### src/rtl/cdt_pkg.sv
package cdt_pkg;
  // Word offsets of the registers
  localparam int OFS_CTRL  = 0;
  localparam int OFS_STAT  = 1;
  localparam int OFS_PRESC = 2;
  localparam int OFS_COUNT = 3;
  // Control and status bit positions
  localparam int BIT_START = 0;
  localparam int BIT_STOP  = 1;
  localparam int BIT_RUN   = 0;
endpackage

### src/rtl/cdt_prescaler.sv
module cdt_prescaler #(
  parameter int DATA_W = 32
) (
  input  logic              clk,
  input  logic              rst_n,
  input  logic              load,
  input  logic              run,
  input  logic [DATA_W-1:0] divisor,
  output logic              tick
);
  logic [DATA_W-1:0] pre_q, pre_d, eff;
  logic              pre_en;

  always_comb begin
    eff    = (divisor == '0) ? DATA_W'(1) : divisor;
    tick   = run && (pre_q == DATA_W'(1));
    pre_en = load || run;
    pre_d  = pre_q;
    if (load || tick) pre_d = eff;
    else if (run)     pre_d = pre_q - DATA_W'(1);
  end

  always_ff @(posedge clk or negedge rst_n) begin
    if (!rst_n)      pre_q <= '0;
    else if (pre_en) pre_q <= pre_d;
  end

  AST_PRE_NONZERO: assert property (@(posedge clk) disable iff (!rst_n)
    run |-> (pre_q != '0)) else $error("prescale counter at zero while running");
endmodule

### src/rtl/cdt_core.sv
module cdt_core #(
  parameter int DATA_W = 32
) (
  input  logic              clk,
  input  logic              rst_n,
  input  logic              start_cmd,
  input  logic              stop_cmd,
  input  logic              cnt_wr,
  input  logic [DATA_W-1:0] wdata,
  input  logic              tick,
  output logic              start_ok,
  output logic              run_q,
  output logic [DATA_W-1:0] count_q
);
  logic              run_d, run_en, cnt_en;
  logic [DATA_W-1:0] count_d;
  logic              stop_ok;

  always_comb begin
    start_ok = start_cmd && !run_q && (count_q != '0);
    stop_ok  = stop_cmd && run_q;
    run_d    = run_q;
    count_d  = count_q;
    if (!run_q) begin
      if (cnt_wr)   count_d = wdata;
      if (start_ok) run_d   = 1'b1;
    end else if (stop_ok) begin
      run_d = 1'b0;
    end else if (tick) begin
      count_d = count_q - DATA_W'(1);
      if (count_q == DATA_W'(1)) run_d = 1'b0;
    end
    run_en = (run_d != run_q);
    cnt_en = (count_d != count_q);
  end

  always_ff @(posedge clk or negedge rst_n) begin
    if (!rst_n)      run_q <= 1'b0;
    else if (run_en) run_q <= run_d;
  end

  always_ff @(posedge clk or negedge rst_n) begin
    if (!rst_n)      count_q <= '0;
    else if (cnt_en) count_q <= count_d;
  end

  AST_START_NEEDS_CMD: assert property (@(posedge clk) disable iff (!rst_n)
    $rose(run_q) |-> $past(start_cmd)) else $error("run began without start");
  AST_RUN_NONZERO: assert property (@(posedge clk) disable iff (!rst_n)
    run_q |-> (count_q != '0)) else $error("running with zero count");
  AST_TICK_DEC: assert property (@(posedge clk) disable iff (!rst_n)
    (run_q && tick && !stop_cmd) |=> (count_q == $past(count_q) - DATA_W'(1))) else $error("missed decrement");
  AST_RUN_WR_BLOCK: assert property (@(posedge clk) disable iff (!rst_n)
    (run_q && cnt_wr && !tick) |=> $stable(count_q)) else $error("count written while running");
  AST_STOP_WINS: assert property (@(posedge clk) disable iff (!rst_n)
    (run_q && stop_cmd) |=> (!run_q && $stable(count_q))) else $error("stop not honoured");
endmodule

### src/rtl/cdt_regs.sv
module cdt_regs #(
  parameter int DATA_W = 32,
  parameter int ADDR_W = 2
) (
  input  logic              clk,
  input  logic              rst_n,
  input  logic              bus_cs,
  input  logic              bus_we,
  input  logic [ADDR_W-1:0] bus_addr,
  input  logic [DATA_W-1:0] bus_wdata,
  input  logic              run,
  input  logic [DATA_W-1:0] count,
  output logic              start_cmd,
  output logic              stop_cmd,
  output logic              cnt_wr,
  output logic [DATA_W-1:0] presc_q,
  output logic [DATA_W-1:0] bus_rdata
);
  import cdt_pkg::*;

  localparam logic [ADDR_W-1:0] A_CTRL  = ADDR_W'(OFS_CTRL);
  localparam logic [ADDR_W-1:0] A_STAT  = ADDR_W'(OFS_STAT);
  localparam logic [ADDR_W-1:0] A_PRESC = ADDR_W'(OFS_PRESC);
  localparam logic [ADDR_W-1:0] A_COUNT = ADDR_W'(OFS_COUNT);

  logic wr, presc_wr, presc_en;

  always_comb begin
    wr        = bus_cs && bus_we;
    start_cmd = wr && (bus_addr == A_CTRL) && bus_wdata[BIT_START];
    stop_cmd  = wr && (bus_addr == A_CTRL) && bus_wdata[BIT_STOP];
    presc_wr  = wr && (bus_addr == A_PRESC);
    cnt_wr    = wr && (bus_addr == A_COUNT);
    presc_en  = presc_wr && !run;
  end

  always_ff @(posedge clk or negedge rst_n) begin
    if (!rst_n)        presc_q <= '0;
    else if (presc_en) presc_q <= bus_wdata;
  end

  always_comb begin
    bus_rdata = '0;
    case (bus_addr)
      A_STAT:  bus_rdata[BIT_RUN] = run;
      A_PRESC: bus_rdata = presc_q;
      A_COUNT: bus_rdata = count;
      default: bus_rdata = '0;
    endcase
  end

  AST_PRESC_LOCK: assert property (@(posedge clk) disable iff (!rst_n)
    (run && presc_wr) |=> $stable(presc_q)) else $error("prescale written while running");
endmodule

### src/rtl/cdown_timer.sv
module cdown_timer #(
  parameter int DATA_W = 32,
  parameter int ADDR_W = 2
) (
  input  logic              clk,
  input  logic              rst_n,
  input  logic              bus_cs,
  input  logic              bus_we,
  input  logic [ADDR_W-1:0] bus_addr,
  input  logic [DATA_W-1:0] bus_wdata,
  output logic [DATA_W-1:0] bus_rdata,
  output logic              running
);
  logic              start_cmd, stop_cmd, cnt_wr, start_ok, tick, run_q;
  logic [DATA_W-1:0] presc_q, count_q;

  cdt_regs #(.DATA_W(DATA_W), .ADDR_W(ADDR_W)) u_regs (
    .clk(clk), .rst_n(rst_n), .bus_cs(bus_cs), .bus_we(bus_we),
    .bus_addr(bus_addr), .bus_wdata(bus_wdata), .run(run_q), .count(count_q),
    .start_cmd(start_cmd), .stop_cmd(stop_cmd), .cnt_wr(cnt_wr),
    .presc_q(presc_q), .bus_rdata(bus_rdata)
  );

  cdt_prescaler #(.DATA_W(DATA_W)) u_pre (
    .clk(clk), .rst_n(rst_n), .load(start_ok), .run(run_q),
    .divisor(presc_q), .tick(tick)
  );

  cdt_core #(.DATA_W(DATA_W)) u_core (
    .clk(clk), .rst_n(rst_n), .start_cmd(start_cmd), .stop_cmd(stop_cmd),
    .cnt_wr(cnt_wr), .wdata(bus_wdata), .tick(tick), .start_ok(start_ok),
    .run_q(run_q), .count_q(count_q)
  );

  assign running = run_q;

  AST_IDLE_HOLD: assert property (@(posedge clk) disable iff (!rst_n)
    (!running && !(bus_cs && bus_we)) |=> $stable(count_q)) else $error("count moved while idle");
endmodule

### config.mk
export PLATFORM = sky130hd
export DESIGN_NAME = cdown_timer
export DESIGN_NICKNAME = d
export VERILOG_FILES = /design/src/rtl/cdt_pkg.sv /design/src/rtl/cdt_prescaler.sv /design/src/rtl/cdt_core.sv /design/src/rtl/cdt_regs.sv /design/src/rtl/cdown_timer.sv
export SDC_FILE = /design/constraint.sdc
export NUM_CORES = 1
export LEC_CHECK = 0
export ABC_AREA = 1
export BUFFER_PORTS_ARGS = -buffer_cell sky130_fd_sc_hd__buf_2
export CELL_PAD_IN_SITES_DETAIL_PLACEMENT = 2
export CELL_PAD_IN_SITES_GLOBAL_PLACEMENT = 2
export CORE_MARGIN = 10
export CORE_UTILIZATION = 32
export DETAILED_ROUTE_END_ITERATION = 10
export PLACE_DENSITY_LB_ADDON = 0.15
export SETUP_SLACK_MARGIN = 0.15
export SLEW_MARGIN = 20
export SYNTH_ARGS = -nofsm -noshare
export SYNTH_HDL_FRONTEND = slang
export SYNTH_SLANG_ARGS = --single-unit
### constraint.sdc
create_clock -name clk -period 2.1 [get_ports clk]
set_input_delay 0.105 -clock clk [delete_from_list [all_inputs] [get_ports clk]]
set_output_delay 0.105 -clock clk [all_outputs]
set_load 0.05 [all_outputs]
* Word level (Yosys, flattened, before mapping)
Index checks and enable logic that the tools add are counted.
** Word-level totals
- Bits in registers :: 97
- Output and inout bits :: 33
** Operators by class
- $add $sub $neg :: 2
- Eq/ne operators :: 7
- Multiplexer cells :: 14
- Reductions and logical operators :: 19
** Operator list (number)
- two-way mux 32 bit :: 7
- == test 32 x 1 -> 1 bit, second input constant :: 2
- subtractor 32 x 1 -> 32 bit, second input constant :: 2
- one-hot mux 31 bit (2 select lines) :: 1
- logical NOT 32 bit :: 1
- != test 32 bit :: 1
- nonzero test 32 bit :: 1
- logical AND 1 bit :: 11
- two-way mux 1 bit :: 5
- == test 2 bit, second input constant :: 2
- one-hot mux 1 bit (3 select lines) :: 1
- == test 2 x 1 -> 1 bit, second input constant :: 1
- logical NOT 2 bit :: 1
- logical OR 1 bit :: 2
- AND reduction 2 bit :: 1
- nonzero test 2 bit :: 1
- logical NOT 1 bit :: 1
- != test 1 bit :: 1

* Depth between registers and ports, before layout
Gate-level depths: netlist of the first run.
- Word-level depth :: 8
- Mapped depth :: 13

* Cells and area by module
Synthesis of the first run repeated with hierarchy kept, for this count alone.
** Unflattened totals
- Cell total of the unflattened synthesis :: 1160
- Area total of the unflattened synthesis :: 7273.2 µm²
** By module, submodules not included
- cdt_prescaler :: times used 1, cells each 475, area an instance 2793.9 µm², sequential area each 800.8 µm²
- cdt_core :: times used 1, cells each 428, area an instance 2720.1 µm², sequential area each 825.8 µm²
- cdt_regs :: times used 1, cells each 257, area an instance 1759.2 µm², sequential area each 800.8 µm²

* Least setup slack after synthesis of the first run
No wires, ideal clock.
- Kind :: register to register
- From :: reg u_core.run_q
- To :: reg u_regs.presc_q[16]
- Setup time :: 133 ps
- Arrival time :: 1686 ps
- Data required time :: 1967 ps
- Slack :: 281 ps
- Stages on the path, launching flop included :: 7
- Path through :: dfrtp_1 inv_1 clkbuf_1 nand3_1 clkbuf_1 nor2_1 a21oi_1
** Between the ends
- Longest elaborated chain between the ends :: 2
** RTL lines
- from (decl) :: line cdt_core.sv:12 : output logic run_q,
- from (signal assigned) :: line cdt_core.sv:39 : else if (run_en) run_q <= run_d;
- logical NOT 1 bit
- logical AND 1 bit :: line cdt_regs.sv:34 : presc_en = presc_wr && !run;
- to (signal assigned) :: line cdt_regs.sv:39 : else if (presc_en) presc_q <= bus_wdata;
- to (decl) :: line cdt_regs.sv:16 : output logic [DATA_W-1:0] presc_q,
Every way passes these cells.
A chain may end at the register's enable or synchronous reset.

* Final worst setup path of the first run
- From :: reg u_pre.pre_q[1]
- To :: reg u_core.count_q[23]
** Between the ends
- Longest elaborated chain between the ends :: 6
** RTL lines
- from (decl) :: line cdt_prescaler.sv:11 : logic [DATA_W-1:0] pre_q, pre_d, eff;
- from (signal assigned) :: line cdt_prescaler.sv:25 : else if (pre_en) pre_q <= pre_d;
- == test 32 x 1 -> 1 bit * :: line cdt_prescaler.sv:16 : tick = run && (pre_q == DATA_W'(1));
- logical AND 1 bit * :: line cdt_prescaler.sv:16
- two-way mux 32 bit * :: line cdt_core.sv:29 : end else if (tick) begin
- two-way mux 32 bit * :: line cdt_core.sv:27 : end else if (stop_ok) begin
- two-way mux 32 bit * :: line cdt_core.sv:24 : if (!run_q) begin
- != test 32 bit :: line cdt_core.sv:34 : cnt_en = (count_d != count_q);
- to (signal assigned) :: line cdt_core.sv:44 : else if (cnt_en) count_q <= count_d;
- to (decl) :: line cdt_core.sv:13 : output logic [DATA_W-1:0] count_q
Every way passes the cells marked *; elsewhere a longest branch is shown, timed or not.

==> results_dict.tcl, run 1 <==
set metrics [dict create \
    synth_mux_area_share_pct 0 \
    min_path_type "input pin to flip-flop" \
    setup_viol 4 \
    grt_overflow 0 \
    cp.required_ps 2350 \
    slew_headroom_pct 55.3 \
    nNetsFinal 1246 \
    end_kind "flip-flop" \
    place_congestion 0.891 \
    drv_slew 0 \
    synth-simple-area-share_pct 39.9 \
    min_period_ps 2180 \
    finalCritPeriodShare_pct 104 \
    grt_pass1_wl_um 48200 \
    timing.fmax_mhz 458 \
    vias 7916 \
    antenna_found_initial 0 \
    violations "negative setup slack" \
    insertion_delay_ps 370 \
    yosys_register_bits 97 \
    cts_max_path_buffers 2 \
    crit_chain "inv_2, ha_4, inv_2, nor2_1, nand2_1, nor2_2, nand3_2, nor3_4, buf_12, buf_12, nand3_1, nor2_1, nor2_2" \
    io_pins 71 \
    grt_pass1_vias 8394 \
    stdcell_count 1483 \
    cts-root-buf "clkbuf_16" \
    start_util_pct 32.6 \
    power.leakage_nw 4.44 \
    powerDensity_nw_per_um2 1260 \
    maxCapViolCount 0 \
    seqCellArea_um2 2440 \
    max-vdd-ir-drop_mv 0.374 \
    synth.most_common_cell "nand2_1" \
    cp-startpoint "u_pre.pre_q[1]$_DFFE_PN0P_" \
    outcome "complete, but fails checks" \
    numClockSinks 97 \
    synth_enable_flop_cells 0 \
    fillCellCount 2568 \
    avgSynthCellArea_um2 6.32 \
    synth.area.top_cells "dfrtp_1, nand2_1, nor2_1" \
    tightest_slew_ps 671 \
    cp-start-kind "flip-flop" \
    dieWidth_um 166 \
    critPathKind "flip-flop to flip-flop" \
    route.detailed.drc 0 \
    final_cell_area_um2 8890 \
    power_mw 11.2 \
    grtUsageTotal_pct 21.7 \
    yosysSeqAreaShare_pct 35.4 \
    finalSetupTns_ps -165 \
    synth_fa_ha_area_share_pct 0.730 \
    io_buffers 70 \
    min-delay-start "bus_wdata[15]" \
    layout_setup_ws_ps -84.6 \
    postRouteAntennaNets 0 \
    path_max_fanout 5 \
    synth_xor_area_share_pct 2.30 \
    post_synth_inst_count 1084 \
    n_antenna_cell 0 \
    synthTopCellsByCount "nand2_1, nor2_1, inv_1" \
    mappedNetlistArea_um2 6850 \
    crit_slowest_cell "dfrtp_1" \
    synth-compound-area-share_pct 12.4 \
    yosys.area.top_type "dfrtp_1" \
    wirelength_um 33900 \
    fin_skew_ps 10.5 \
    cts_buffers 9 \
    synth_top_family_by_area "simple AND/OR/NAND/NOR gates" \
    grt_max_degree 65 \
    vias_per_cell 5.34 \
    hpwl_um 23500 \
    syn2layout_area_growth_pct 29.7 \
    cts_tree "yes" \
    synth_cell_types 35 \
    cp.arrival_ps 2430 \
    post_drt_wl_per_cell_um 22.9 \
    placed_cell_area_um2 7850 \
    rows 53 \
    syn_nets 1126 \
    drt_iter0_drc 557 \
    finalHoldWorstSlack_ps 13.2 \
    async_flop_share_pct 100 \
    rsz0062_at_grt "true" \
    die_area_um2 27700 \
    clk_pin_slew_worst_paths_ps 70 \
    ys_warn_count 0 \
    synth_flop_cell "dfrtp_1" \
    finalHoldViolCount 0 \
    first_pass_iters 5 \
    htree_num_levels 3 \
    slowest_delay_ps 390 \
    coreArea_um2 21000 \
    place_inst 1442 \
    layout-drive-gt1-share_pct 23.8 \
    synth.top_cell.area_share_pct 35.4 \
    multi_input_area_um2 4200 \
    timing.rr.start "u_pre.pre_q[1]$_DFFE_PN0P_" \
    fp.dieH_um 166 \
]
==> cell families (layout without fill, tap and decap cells) <==
logic type | after synthesis | in the layout
buffers and inverters | 158 | 282
adders and majority gates | 4 | 4
and+or+nand+nor | 649 | 649
xor gates and xnor gates | 18 | 18
AOI/OAI and AO/OA | 158 | 158
DFF | 97 | 97
==> report_power, final <==
group / total (mW) / internal (mW) / switching (mW)
Combinational: 5.99 / 1.91 / 4.08
Clock: 1.89 / 1.05 / 0.842
Sequential: 3.29 / 2.53 / 0.758
Total: 11.2 / 5.49 / 5.68
==> per-stage QoR <==
| step | util [%] | setup slack [ps] |
|---|---|---|
| final | 42.3 | -84.6 |
| after global routing | 42.3 | -232 |
| after CTS | 39.2 | 112 |
| after detailed placement | 37.4 | -18.6 |
| after global placement | 37.4 | 106 |
| after floorplan | - | 281 |
==> registers in the layout, summed over array words and instances, names as in the netlist <==
register / count
u_core.run_q: 1
u_pre.pre_q: 32
u_core.count_q: 32
u_regs.presc_q: 32
==> worst max-delay path: cells and delay by family, from the launching register on <==
kind	cells	cell delay, ps
buffers and inverters	4	400
AND/OR/NAND/NOR	8	1110
flip-flops	1	390
adder cells (fa/ha/maj)	1	160
==> layout make-up <==
type	instances	area share, %
clock buffers	9	2.53
multi-input cells	829	47.2
clock inverters	6	1.01
flip-flops and latches	97	27.4
inverters	119	5.08
repair buffers	148	12.8
well taps	275	3.87
==> what timing repair did <==
| item | in CTS | in global routing |
|---|---|---|
| gates cloned | 0 | 5 |
| endpoints found under the hold margin | 42 | 0 |
| setup endpoints to repair | 47 | 67 |
| gates resized for setup | 19 | 112 |
| pin swaps | 2 | 25 |
| hold buffers | 1 | 0 |
| buffers inserted | 0 | 20 |
==> placed cells by master, fill, tap and decap left out, types with 3 or more instances in the layout <==
| cell | n |
|---|---|
| nand2_1 | 288 |
| nor2_1 | 167 |
| inv_1 | 116 |
| dfrtp_1 | 88 |
| buf_2 | 69 |
| a21oi_1 | 66 |
| buf_4 | 59 |
| nand3_1 | 53 |
| o21ai_0 | 51 |
| nor2_2 | 37 |
| o22ai_1 | 31 |
| nand2_2 | 25 |
| nor2_4 | 19 |
| nand4_1 | 13 |
| xnor2_1 | 13 |
| clkbuf_16 | 13 |
| nor3_1 | 12 |
| nand3_2 | 10 |
| dfrtp_2 | 9 |
| nand2_4 | 8 |
| buf_12 | 8 |
| buf_6 | 6 |
| xor2_1 | 5 |
| and2_1 | 4 |
| nand3_4 | 4 |
| inv_6 | 3 |
| o21ai_1 | 3 |
==> routing by layer <==
layer / part of all wire [%] / global-route usage (%) / wire length (µm)
met2: 51 / 38.4 / 17500
met3: 2.7 / 1.63 / 908
met5: 0 / 0 / 0
met1: 43 / 27.5 / 14400
met4: 3.4 / 6.68 / 1140
==> worst paths after layout <==
| kind | to | slack, ps | cells past startpoint |
|---|---|---|---|
| setup reg to reg | u_core.count_q[23]$_DFFE_PN0P_ | -80 | 13 |
| hold reg to reg | u_regs.presc_q[27]$_DFFE_PN0P_ | 520 | 2 |
| max in group asynchronous | u_pre.pre_q[28]$_DFFE_PN0P_ | 1130 | 3 |
| setup / recovery | u_core.count_q[23]$_DFFE_PN0P_ | -80 | 13 |
| hold / removal | u_regs.presc_q[15]$_DFFE_PN0P_ | 10 | 3 |
| min in group asynchronous | u_core.count_q[4]$_DFFE_PN0P_ | 300 | 2 |
(Power assumes the default switching activity.)
==> inputs of run 2 (changes only) <==
Settings changed: ABC_AREA 1 to not set, CORE_UTILIZATION 32 to 37.
==> run 2 against run 1 <==
The run now fails in clock tree synthesis. Synthesized cell count down 36%. Area after synthesis down 9.2%.
==> results_dict.tcl, run 2 <==
set metrics [dict create \
    outcome "aborted with a tool error" \
    haltStage "clock tree synthesis" \
    error "[ERROR DPL-0033] detailed placement checks failed during check placement." \
    syn_nets 736 \
    fp.dieH_um 150 \
    dieWidth_um 150 \
    synthTopCellsByCount "dfrtp_1, nor2_1, nand2_1" \
    synth.area.top_cells "dfrtp_1, mux2i_1, mux2_2" \
    numClockSinks 97 \
    synth_flop_cell "dfrtp_1" \
    start_util_pct 37.7 \
    yosys_register_bits 97 \
    post_synth_inst_count 694 \
    synth.most_common_cell "dfrtp_1" \
    cts_buffers 9 \
    yosys.area.top_type "dfrtp_1" \
    yosysSeqAreaShare_pct 39.0 \
    synth_cell_types 66 \
    avgSynthCellArea_um2 8.97 \
    cts_setup_buffers 30 \
    ys_warn_count 0 \
    cts-resized-gates 137 \
    cts-root-buf "clkbuf_16" \
    io_pins 71 \
    htree_num_levels 3 \
    io_buffers 70 \
    synth_enable_flop_cells 0 \
    cts_max_path_buffers 2 \
    mappedNetlistArea_um2 6220 \
    async_flop_share_pct 100 \
    synth.top_cell.area_share_pct 39.0 \
    hpwl_um 26900 \
    place_congestion 0.919 \
    rows 47 \
    cts_hold_buf 3 \
]
[run 2: kinds of logic after synthesis]
kind of cell	synth area share (%)
compound gates	16.1
simple gates	28.8
fa+ha+maj	0.804
buf+inv	3.60
xor+xnor	0.141
mux	11.6
flops	39.0
[run 2: through the flow]
stage	setup WS (ps)	TNS [ps]	hold slack [ps]	instance area, µm²	std cells
detailed placement	-674	-36360	152	8390	1152
floorplan	-533	-21570	-191	6370	694
global placement	-533	-29100	143	8390	1152
==> inputs of run 3 (changes only) <==
Settings changed: CELL_PAD_IN_SITES_DETAIL_PLACEMENT 2 to not set, CELL_PAD_IN_SITES_GLOBAL_PLACEMENT 2 to not set, CORE_UTILIZATION 37 to 40, SETUP_SLACK_MARGIN 0.15 to not set.
==> run 3 against run 2 <==
The flow now finishes, with violations (negative setup slack). Area after synthesis is the same. Synthesized cell count is the same.
==> results_dict.tcl, run 3 <==
set metrics [dict create \
    synth_flop_cell "dfrtp_1" \
    fin_skew_ps 11.0 \
    ys_warn_count 0 \
    min_path_type "input pin to flip-flop" \
    finalHoldWorstSlack_ps 5.93 \
    layout-drive-gt1-share_pct 48.8 \
    insertion_delay_ps 360 \
    yosysSeqAreaShare_pct 39.0 \
    synth.area.top_cells "dfrtp_1, mux2i_1, mux2_2" \
    fp.dieH_um 145 \
    fillCellCount 1261 \
    vias 7268 \
    syn2layout_area_growth_pct 56.7 \
    grt_pass1_vias 7361 \
    route.detailed.drc 0 \
    synth.most_common_cell "dfrtp_1" \
    cts_buffers 9 \
    synth_cell_types 66 \
    vias_per_cell 6.14 \
    setup_viol 65 \
    mappedNetlistArea_um2 6220 \
    path_max_fanout 5 \
    coreArea_um2 15200 \
    pre_cts_ws_ps -656 \
    dieWidth_um 145 \
    grtUsageTotal_pct 26.2 \
    syn_nets 736 \
    cp-start-kind "flip-flop" \
    avgSynthCellArea_um2 8.97 \
    cts-root-buf "clkbuf_16" \
    synth.top_cell.area_share_pct 39.0 \
    hpwl_um 19400 \
    grt_pass1_wl_um 42300 \
    critPathKind "flip-flop to flip-flop" \
    grt_max_degree 42 \
    synth-simple-area-share_pct 28.8 \
    first_pass_iters 5 \
    power.internal_mw 6.02 \
    rows 45 \
    tightest_slew_ps 589 \
    synth-compound-area-share_pct 16.1 \
    finalHoldViolCount 0 \
    slowest_delay_ps 580 \
    timing.fmax_mhz 376 \
    crit_slowest_cell "or4_4" \
    crit_chain "or4_4, or4_4, buf_6, o31ai_4, buf_6, nand2_8, buf_8, a32oi_1, o31ai_1" \
    synth_xor_area_share_pct 0.141 \
    nNetsFinal 1033 \
    place_congestion 0.981 \
    die_area_um2 20900 \
    grt_overflow 0 \
    post_drt_wl_per_cell_um 23.1 \
    slew_headroom_pct 60.7 \
    synthTopCellsByCount "dfrtp_1, nor2_1, nand2_1" \
    final_cell_mix "buf_4, dfrtp_1, nor2_1, buf_2, nand2_1" \
    async_flop_share_pct 100 \
    max-vdd-ir-drop_mv 0.670 \
    min_period_ps 2660 \
    io_pins 71 \
    swShare_pct 42.7 \
    maxCapViolCount 0 \
    power_frac_comb_pct 51.3 \
    synth_mux_area_share_pct 11.6 \
    powerDensity_nw_per_um2 1080 \
    power.leakage_nw 4.50 \
    synth_enable_flop_cells 0 \
    cts_max_path_buffers 2 \
    reg2reg_slack_ps -560 \
    final_common_cell "buf_4" \
    wirelength_um 27300 \
    antenna_found_initial 0 \
    postRouteAntennaNets 0 \
    drt_iter0_drc 676 \
    p_sw_mw 4.49 \
    finalCritPeriodShare_pct 127 \
    outcome "complete, but fails checks" \
    clk_pin_slew_worst_paths_ps 80 \
    cp.required_ps 2330 \
    rsz0062_at_grt "true" \
    cp.arrival_ps 2890 \
    start_util_pct 40.9 \
    end_kind "flip-flop" \
    synth_top_family_by_area "simple AND/OR/NAND/NOR gates" \
    violations "negative setup slack" \
    top_regs "u_core.count_q (32), u_pre.pre_q (32), u_regs.presc_q (32)" \
    clkPwrFrac_pct 17.5 \
    yosys_register_bits 97 \
    numClockSinks 97 \
    yosys.area.top_type "dfrtp_1" \
    n_antenna_cell 0 \
    htree_num_levels 3 \
    io_buffers 70 \
    layout_setup_ws_ps -557 \
    synth_fa_ha_area_share_pct 0.804 \
    drv_slew 0 \
    post_synth_inst_count 694 \
    cts_tree "yes" \
    p_seq_share_pct 31.2 \
]
## run 3: through the flow
step                TNS (ps)  util [%]  cells  total power, mW  area, µm²
finish                -27500      64.1   1184             10.5       9750
global route          -31730      64.1   1184             11.0       9750
CTS                   -25640      62.9   1182             10.2       9570
detailed placement    -31100      54.7   1123             8.14       8320
global placement      -28100      54.7   1123             8.06       8320
floorplan             -21570         -    694             5.67       6350
## run 3: final timing paths
path                            cells after the start                      startpoint                        endpoint
worst max-delay path                                9  u_core.count_q[10]$_DFFE_PN0P_     u_pre.pre_q[15]$_DFFE_PN0P_
worst min-delay path                                2                   bus_wdata[22]  u_regs.presc_q[22]$_DFFE_PN0P_
worst max register to register                      9  u_core.count_q[10]$_DFFE_PN0P_     u_pre.pre_q[15]$_DFFE_PN0P_
worst min register to register                      1   u_regs.presc_q[0]$_DFFE_PN0P_   u_regs.presc_q[0]$_DFFE_PN0P_
max in group asynchronous                           3                           rst_n     u_pre.pre_q[13]$_DFFE_PN0P_
min in group asynchronous                           2                           rst_n     u_pre.pre_q[28]$_DFFE_PN0P_
## run 3: final cells by class
type,count,area [µm²],area share (%)
multi-input cells,547,4260,43.7
repair buffers,325,2460,25.2
flip-flops and latches,97,2430,24.9
clock buffers,13,280,2.87
well taps,188,235,2.41
clock inverters,3,46.3,0.475
inverters,11,41.3,0.423
## run 3: routing by layer
metal / track usage (%) / up-vias / routed length, µm
met1: 33.4 / 3574 / 11300
met3: 4.82 / 84 / 2090
met4: 11.5 / 0 / 1040
met5: 0 / - / 0
met2: 42.5 / 355 / 12900
li1: - / 3255 / -
## run 3: cells by family (layout without fill, tap and decap cells)
kind of cell	Yosys count	count (layout)
muxes	68	68
DFF	97	97
and+or+nand+nor	339	341
buffers and inverters	52	352
adders and majority gates	4	4
xor gates and xnor gates	1	1
AOI/OAI and AO/OA	133	133
## run 3: critical path, delay by kind of cell (launching register included)
kind	cells	cell delay, ps
DFF	1	390
and+or+nand+nor	3	1200
buffers and inverters	3	450
AOI/OAI and AO/OA	3	490
## run 3: timing repair
action / CTS / global route
pin swaps: 45 / 29
resized for setup: 114 / 54
setup buffers: 28 / 13
setup endpoints to repair: 65 / 65
hold buffers: 8 / 0
gates cloned: 7 / 0
endpoints found under the hold margin: 44 / 0
## run 3: power groups by stage
| stage | Sequential, mW | Combinational [mW] | Clock (mW) |
|---|---|---|---|
| floorplan | 3.26 | 2.41 | 0 |
| global placement | 3.23 | 4.83 | 0 |
| detailed placement | 3.24 | 4.89 | 0 |
| CTS | 3.24 | 5.14 | 1.85 |
| global route | 3.35 | 5.74 | 1.92 |
| finish | 3.28 | 5.40 | 1.84 |
